$ cat src/rtl/ild_pkg.sv
package ild_pkg;
    localparam int BYTE_W = 8;
    localparam int WORD_W = 2 * BYTE_W;
    localparam int LEN_W  = 3;

    typedef enum logic [1:0] {
        CLS_BAD,
        CLS_PUSH,
        CLS_RM,
        CLS_RM_IMM
    } op_class_e;

    typedef enum logic [2:0] {
        ST_OPC,
        ST_MODRM,
        ST_DSP_LO,
        ST_DSP_HI,
        ST_IMM_LO,
        ST_IMM_HI
    } step_e;

    typedef struct packed {
        logic              vld;
        logic [BYTE_W-1:0] op;
        logic [1:0]        mode;
        logic [2:0]        reg_f;
        logic [2:0]        rm;
        logic [WORD_W-1:0] disp;
        logic [WORD_W-1:0] imm;
        logic [LEN_W-1:0]  len;
        logic              bad;
    } ins_rec_t;
endpackage

$ cat src/rtl/ild_opclass.sv
module ild_opclass
    import ild_pkg::*;
(
    input  logic [BYTE_W-1:0] op,
    output op_class_e         cls
);
    always_comb begin
        if (op[7:3] == 5'b01010) begin
            cls = CLS_PUSH;
        end else if (op == 8'h81) begin
            cls = CLS_RM_IMM;
        end else if (op == 8'h89 || op == 8'h8B) begin
            cls = CLS_RM;
        end else if (op[7:6] == 2'b00 && !op[2] && op[0]) begin
            cls = CLS_RM;
        end else begin
            cls = CLS_BAD;
        end
    end
endmodule

$ cat src/rtl/ild_modrm_split.sv
module ild_modrm_split
    import ild_pkg::*;
(
    input  logic [BYTE_W-1:0] mrm,
    output logic [1:0]        mode,
    output logic [2:0]        reg_f,
    output logic [2:0]        rm,
    output logic [1:0]        dsp_bytes
);
    assign mode  = mrm[7:6];
    assign reg_f = mrm[5:3];
    assign rm    = mrm[2:0];

    always_comb begin
        unique case (mrm[7:6])
            2'b01:   dsp_bytes = 2'd1;
            2'b10:   dsp_bytes = 2'd2;
            default: dsp_bytes = 2'd0;
        endcase
    end
endmodule

$ cat src/rtl/ild_sext.sv
module ild_sext #(
    parameter int IN_W  = 8,
    parameter int OUT_W = 16
) (
    input  logic [IN_W-1:0]  a,
    output logic [OUT_W-1:0] y
);
    assign y[IN_W-1:0] = a;
    for (genvar i = IN_W; i < OUT_W; i++) begin : g_ext
        assign y[i] = a[IN_W-1];
    end
endmodule

$ cat src/rtl/ild_decode.sv
module ild_decode
    import ild_pkg::*;
(
    input  logic              clk,
    input  logic              rst_n,
    input  logic              in_valid,
    input  logic [7:0]        in_byte,
    output logic              out_valid,
    output logic [7:0]        out_opcode,
    output logic [1:0]        out_mod,
    output logic [2:0]        out_reg,
    output logic [2:0]        out_rm,
    output logic [15:0]       out_disp,
    output logic [15:0]       out_imm,
    output logic [2:0]        out_len,
    output logic              out_illegal
);
    typedef struct packed {
        step_e     st;
        op_class_e cls;
        ins_rec_t  work;
        ins_rec_t  rec;
    } dec_state_t;

    dec_state_t q, d;

    op_class_e         cls_in;
    logic [1:0]        mode_in;
    logic [2:0]        reg_in;
    logic [2:0]        rm_in;
    logic [1:0]        dsp_in;
    logic [WORD_W-1:0] dsp8_ext;
    logic              fin;

    ild_opclass u_cls (
        .op  (in_byte),
        .cls (cls_in)
    );

    ild_modrm_split u_split (
        .mrm       (in_byte),
        .mode      (mode_in),
        .reg_f     (reg_in),
        .rm        (rm_in),
        .dsp_bytes (dsp_in)
    );

    ild_sext #(.IN_W(BYTE_W), .OUT_W(WORD_W)) u_sext (
        .a (in_byte),
        .y (dsp8_ext)
    );

    always_comb begin
        d         = q;
        d.rec.vld = 1'b0;
        fin       = 1'b0;
        if (in_valid) begin
            case (q.st)
                ST_OPC: begin
                    d.work    = '0;
                    d.work.op = in_byte;
                    d.cls     = cls_in;
                    case (cls_in)
                        CLS_PUSH: begin
                            d.work.reg_f = in_byte[2:0];
                            d.work.len   = 3'd1;
                            fin          = 1'b1;
                        end
                        CLS_BAD: begin
                            d.work.bad = 1'b1;
                            d.work.len = 3'd1;
                            fin        = 1'b1;
                        end
                        default: d.st = ST_MODRM;
                    endcase
                end
                ST_MODRM: begin
                    d.work.mode  = mode_in;
                    d.work.reg_f = reg_in;
                    d.work.rm    = rm_in;
                    d.work.len   = 3'd2 + {1'b0, dsp_in}
                                 + ((q.cls == CLS_RM_IMM) ? 3'd2 : 3'd0);
                    if (dsp_in != 2'd0) begin
                        d.st = ST_DSP_LO;
                    end else if (q.cls == CLS_RM_IMM) begin
                        d.st = ST_IMM_LO;
                    end else begin
                        fin = 1'b1;
                    end
                end
                ST_DSP_LO: begin
                    if (q.work.mode == 2'b01) begin
                        d.work.disp = dsp8_ext;
                        if (q.cls == CLS_RM_IMM) begin
                            d.st = ST_IMM_LO;
                        end else begin
                            fin = 1'b1;
                        end
                    end else begin
                        d.work.disp[7:0] = in_byte;
                        d.st             = ST_DSP_HI;
                    end
                end
                ST_DSP_HI: begin
                    d.work.disp[15:8] = in_byte;
                    if (q.cls == CLS_RM_IMM) begin
                        d.st = ST_IMM_LO;
                    end else begin
                        fin = 1'b1;
                    end
                end
                ST_IMM_LO: begin
                    d.work.imm[7:0] = in_byte;
                    d.st            = ST_IMM_HI;
                end
                ST_IMM_HI: begin
                    d.work.imm[15:8] = in_byte;
                    fin              = 1'b1;
                end
                default: d.st = ST_OPC;
            endcase
        end
        if (fin) begin
            d.rec     = d.work;
            d.rec.vld = 1'b1;
            d.st      = ST_OPC;
        end
    end

    always_ff @(posedge clk or negedge rst_n) begin
        if (!rst_n) begin
            q <= '0;
        end else begin
            q <= d;
        end
    end

    assign out_valid   = q.rec.vld;
    assign out_opcode  = q.rec.op;
    assign out_mod     = q.rec.mode;
    assign out_reg     = q.rec.reg_f;
    assign out_rm      = q.rec.rm;
    assign out_disp    = q.rec.disp;
    assign out_imm     = q.rec.imm;
    assign out_len     = q.rec.len;
    assign out_illegal = q.rec.bad;
endmodule

$ cat config.mk
export PLATFORM = sky130hd
export DESIGN_NAME = ild_decode
export DESIGN_NICKNAME = d
export VERILOG_FILES = /design/src/rtl/ild_pkg.sv /design/src/rtl/ild_opclass.sv /design/src/rtl/ild_modrm_split.sv /design/src/rtl/ild_sext.sv /design/src/rtl/ild_decode.sv
export SDC_FILE = /design/constraint.sdc
export NUM_CORES = 1
export LEC_CHECK = 0
export BUFFER_PORTS_ARGS = -buffer_cell sky130_fd_sc_hd__buf_2
export CORE_MARGIN = 2
export CORE_UTILIZATION = 55
export DETAILED_ROUTE_END_ITERATION = 10
export PLACE_DENSITY = 0.83
export SYNTH_ARGS = -nofsm -noshare
export SYNTH_HDL_FRONTEND = slang
export SYNTH_SLANG_ARGS = --single-unit
$ cat constraint.sdc
create_clock -name clk -period 2.4 [get_ports clk]
set_input_delay 0.24 -clock clk [delete_from_list [all_inputs] [get_ports clk]]
set_output_delay 0.24 -clock clk [all_outputs]
set_load 0.1 [all_outputs]
==> impl_metrics.csv <==
group,metric,value,unit
cts,clk_latency,0.37,ns
final_layout,fin_util,60.5,%
cts,cts_buffers,9,
cts,path_clk_slew,0.10,ns
cts,root_buffer,"clkbuf_8",
yosys,synth.cell_area,0.00510,mm^2
place,gp_congestion,0.845,
yosys,synth_flop_cell,"dfrtp_1",
cts,cts_buffer_depth,2,
timing,fmax,469,MHz
timing,relSlewSlack,60.7,%
yosys,syn_avg_cell_area,12.0,um^2
worst_hold_path,hold_class,"in -> reg",
die,initial_core_util,56.0,%
worst_setup_path,cp.required,2.67,ns
worst_setup_path,r2r-end,"out_reg[1]",
die,die_x,100,um
worst_setup_path,critPathMaxFanout,15,
power_and_ir_drop,p_switching,0.00373,W
yosys,ys_ff_latch,110,
power_and_ir_drop,p_int,0.00428,W
worst_setup_path,crit_path_end_kind,"register",
timing,rsz0062_at_grt,"no",
routing,vias,3160,
worst_setup_path,path_cells,"inv_2 > nor3_4 > a31oi_2 > nand2_4 > buf_12 > mux2_2",
worst_setup_path,endpoint,"out_reg[1]",
place,port-buffer-count,63,
final_layout,antenna_cells,0,
global_routing,grt_max_degree,111,
yosys,synth.distinct_cells,44,
worst_setup_path,start_kind,"register",
timing,tightest_slew,0.581,ns
worst_setup_path,r2r_cells,6,
timing,hold_violations,0,
timing,maxSlewViolCount,0,
worst_setup_path,critical-path-slowest-cell,"dfrtp_1",
final_layout,seq_area,0.00275,mm^2
routing,via_per_inst,5.62,
yosys,synth_fp_nets,441,
power_and_ir_drop,p_seq_share,33.4,%
routing,first_pass_iters,5,
cts,htreeDepth,3,
final_layout,multi_input_area,0.00181,mm^2
final_layout,nNetsFinal,462,
power_and_ir_drop,comb_power_share,49.8,%
global_routing,antenna_found_initial,0,
yosys,synthCells,425,
power_and_ir_drop,ir_worst_vdd,1.07,mV
die,die_area,0.0101,mm^2
global_routing,grt_overflow,0,
timing,final.setup.tns,0,ns
job,max-cap-violations,0,
final_layout,fill_cells,695,
routing,route.detailed.drc,0,
cts,cts_tree,"built",
worst_setup_path,reg2reg_from,"q[108]",
worst_setup_path,critPathMaxStageDelay,0.66,ns
routing,route.detailed.wl_per_inst,18.3,um
die,rows,35,
run_status,status,"finished, final reports clean",
place,dp.cells,545,
timing,finalCritPeriodShare,88.8,%
global_routing,grt_pass1_vias,3213,
power_and_ir_drop,p_clk_share,16.8,%
power_and_ir_drop,sw_frac_of_total,46.6,%
timing,skew,0.0155,ns
die,chipHeight,100,um
place,detailedPlacementHpwl,6860,um
worst_hold_path,whs_path_depth,2,
final_layout,drive_above_1_share,34.4,%
routing,drtIter0Drc,218,
die,coreArea,0.00911,mm^2
worst_setup_path,crit_path_start,"q[108]",
worst_setup_path,r2r_setup_slack,0.27,ns
final_layout,largest_reg_flops,57,
yosys,synth-edff-count,0,
final_layout,largest_register,"q",
global_routing,grt_first_pass_wirelength,17100,um
yosys,ys_seq_area_share,53.9,%
power_and_ir_drop,p_per_area,1450,mW/mm^2
routing,wirelength,10300,um
die,ios,64,
yosys,yosys_warnings,0,
routing,postRouteAntennaNets,0,
yosys,synth-async-reset-ratio,100,%
global_routing,grt_usage,22.1,%
final_layout,area_growth,7.89,%
worst_setup_path,crit_arrival,2.40,ns
timing,min_period,2.13,ns
power_and_ir_drop,power.leakage,2.80,nW
worst_setup_path,worstSetupPathType,"reg -> reg",
timing,setup_viol,0,
cts,clock_sinks,110,
final_layout,fin_cells,562,
## layout by cell type, fill, tap and decap left out, types with 3 or more instances in the layout
master,instances
dfrtp_1,110
nand2_1,73
buf_2,62
mux2_4,48
o21ai_0,25
buf_4,16
a21oi_1,12
clkbuf_8,10
a22o_1,9
inv_1,7
o2bb2ai_1,7
nor2b_1,6
nor2_1,5
o31ai_1,5
ha_1,5
nand2b_1,4
buf_12,4
and2_1,3
a221oi_1,3
bufinv_16,3
## routing by layer
metal  part of all wire [%]  track usage, %  vias to the layer above  wire length (um)
met4                    1.6            9.48                        0               169
met5                      0               0                        -                 0
met2                     49            34.4                      115              5000
li1                       -               -                     1445                 -
met3                    4.3            3.13                       17               445
met1                     46            31.1                     1583              4690
## power groups by stage
stage	clock, W	sequential (W)	combinational [W]
6_report	0.00135	0.00268	0.00399
5_1_grt	0.00145	0.00273	0.00421
4_1_cts	0.00137	0.00267	0.00401
3_5_place_dp	0	0.00270	0.00398
3_3_place_gp	0	0.00268	0.00390
2_1_floorplan	0	0.00270	0.00355
## final cells by class
type / count / area share [%]
timing repair buffer: 83 / 9.45
inverter: 8 / 0.545
sequential: 110 / 50.0
tap: 111 / 2.52
clock inverter: 6 / 2.11
multi-input combinational: 234 / 32.9
clock buffer: 10 / 2.50
## critical path, delay by kind of cell, from the launching register on
kind / cells / cell delay, ns
compound gates: 1 / 0.08
buf+inv: 2 / 0.44
flops: 1 / 0.66
mux: 1 / 0.34
simple gates: 2 / 0.49
## cell usage after synthesis, types with 2 or more instances
cell / instances / area, um^2
nor2b_1: 6 / 37.5
o21ai_0: 25 / 125
dfrtp_1: 110 / 2750
nand2b_1: 4 / 25.0
clkbuf_1: 11 / 41.3
o31ai_1: 5 / 37.5
ha_1: 5 / 62.6
mux2_4: 48 / 721
a31oi_1: 2 / 12.5
inv_1: 7 / 26.3
o211ai_1: 2 / 15.0
nor4b_1: 2 / 17.5
buf_4: 51 / 383
nor2_1: 5 / 18.8
buf_2: 6 / 30.0
and2_1: 3 / 18.8
a221oi_1: 3 / 26.3
nand2_1: 73 / 274
and4_1: 2 / 17.5
mux2_2: 2 / 22.5
a22o_1: 9 / 78.8
a21oi_1: 12 / 60.1
o2bb2ai_1: 7 / 61.3
buf_6: 5 / 56.3
## cells by family (layout without fill, tap and decap cells)
group	Yosys count	in the layout	share of synthesized area (%)
buf+inv	81	107	10.6
mux	51	51	14.8
simple gates	104	104	9.59
flops	110	110	53.9
compound gates	74	74	9.90
fa+ha+maj	5	5	1.23
## metrics by stage
stage          power (W)  setup slack [ns]  instance area [um^2]  hold WS [ns]
6_report         0.00801             0.270                  5510         0.169
5_1_grt          0.00839             0.185                  5510         0.161
4_1_cts          0.00805             0.318                  5510         0.143
3_5_place_dp     0.00668            0.0946                  5240         0.359
3_3_place_gp     0.00658             0.122                  5240         0.350
2_1_floorplan    0.00624             0.518                  5100       -0.0556
## worst min-delay path by stage
stage | start | to | slack [ns]
4_1_cts | in_valid | q[108] | 0.14
2_1_floorplan | rst_n | out_disp[0] | -0.06
6_report | in_valid | q[108] | 0.17
3_3_place_gp | rst_n | out_imm[2] | 0.35
5_1_grt | in_valid | q[108] | 0.16
3_5_place_dp | rst_n | q[59] | 0.36
## what timing repair did
| item | 4_1_cts | 5_1_grt |
|---|---|---|
| resized for setup | 0 | 0 |
| endpoints found under the hold margin | 110 | 0 |
| hold buffers | 1 | 0 |
| setup buffers | 0 | 0 |
Power figures use the tool's default switching activity.
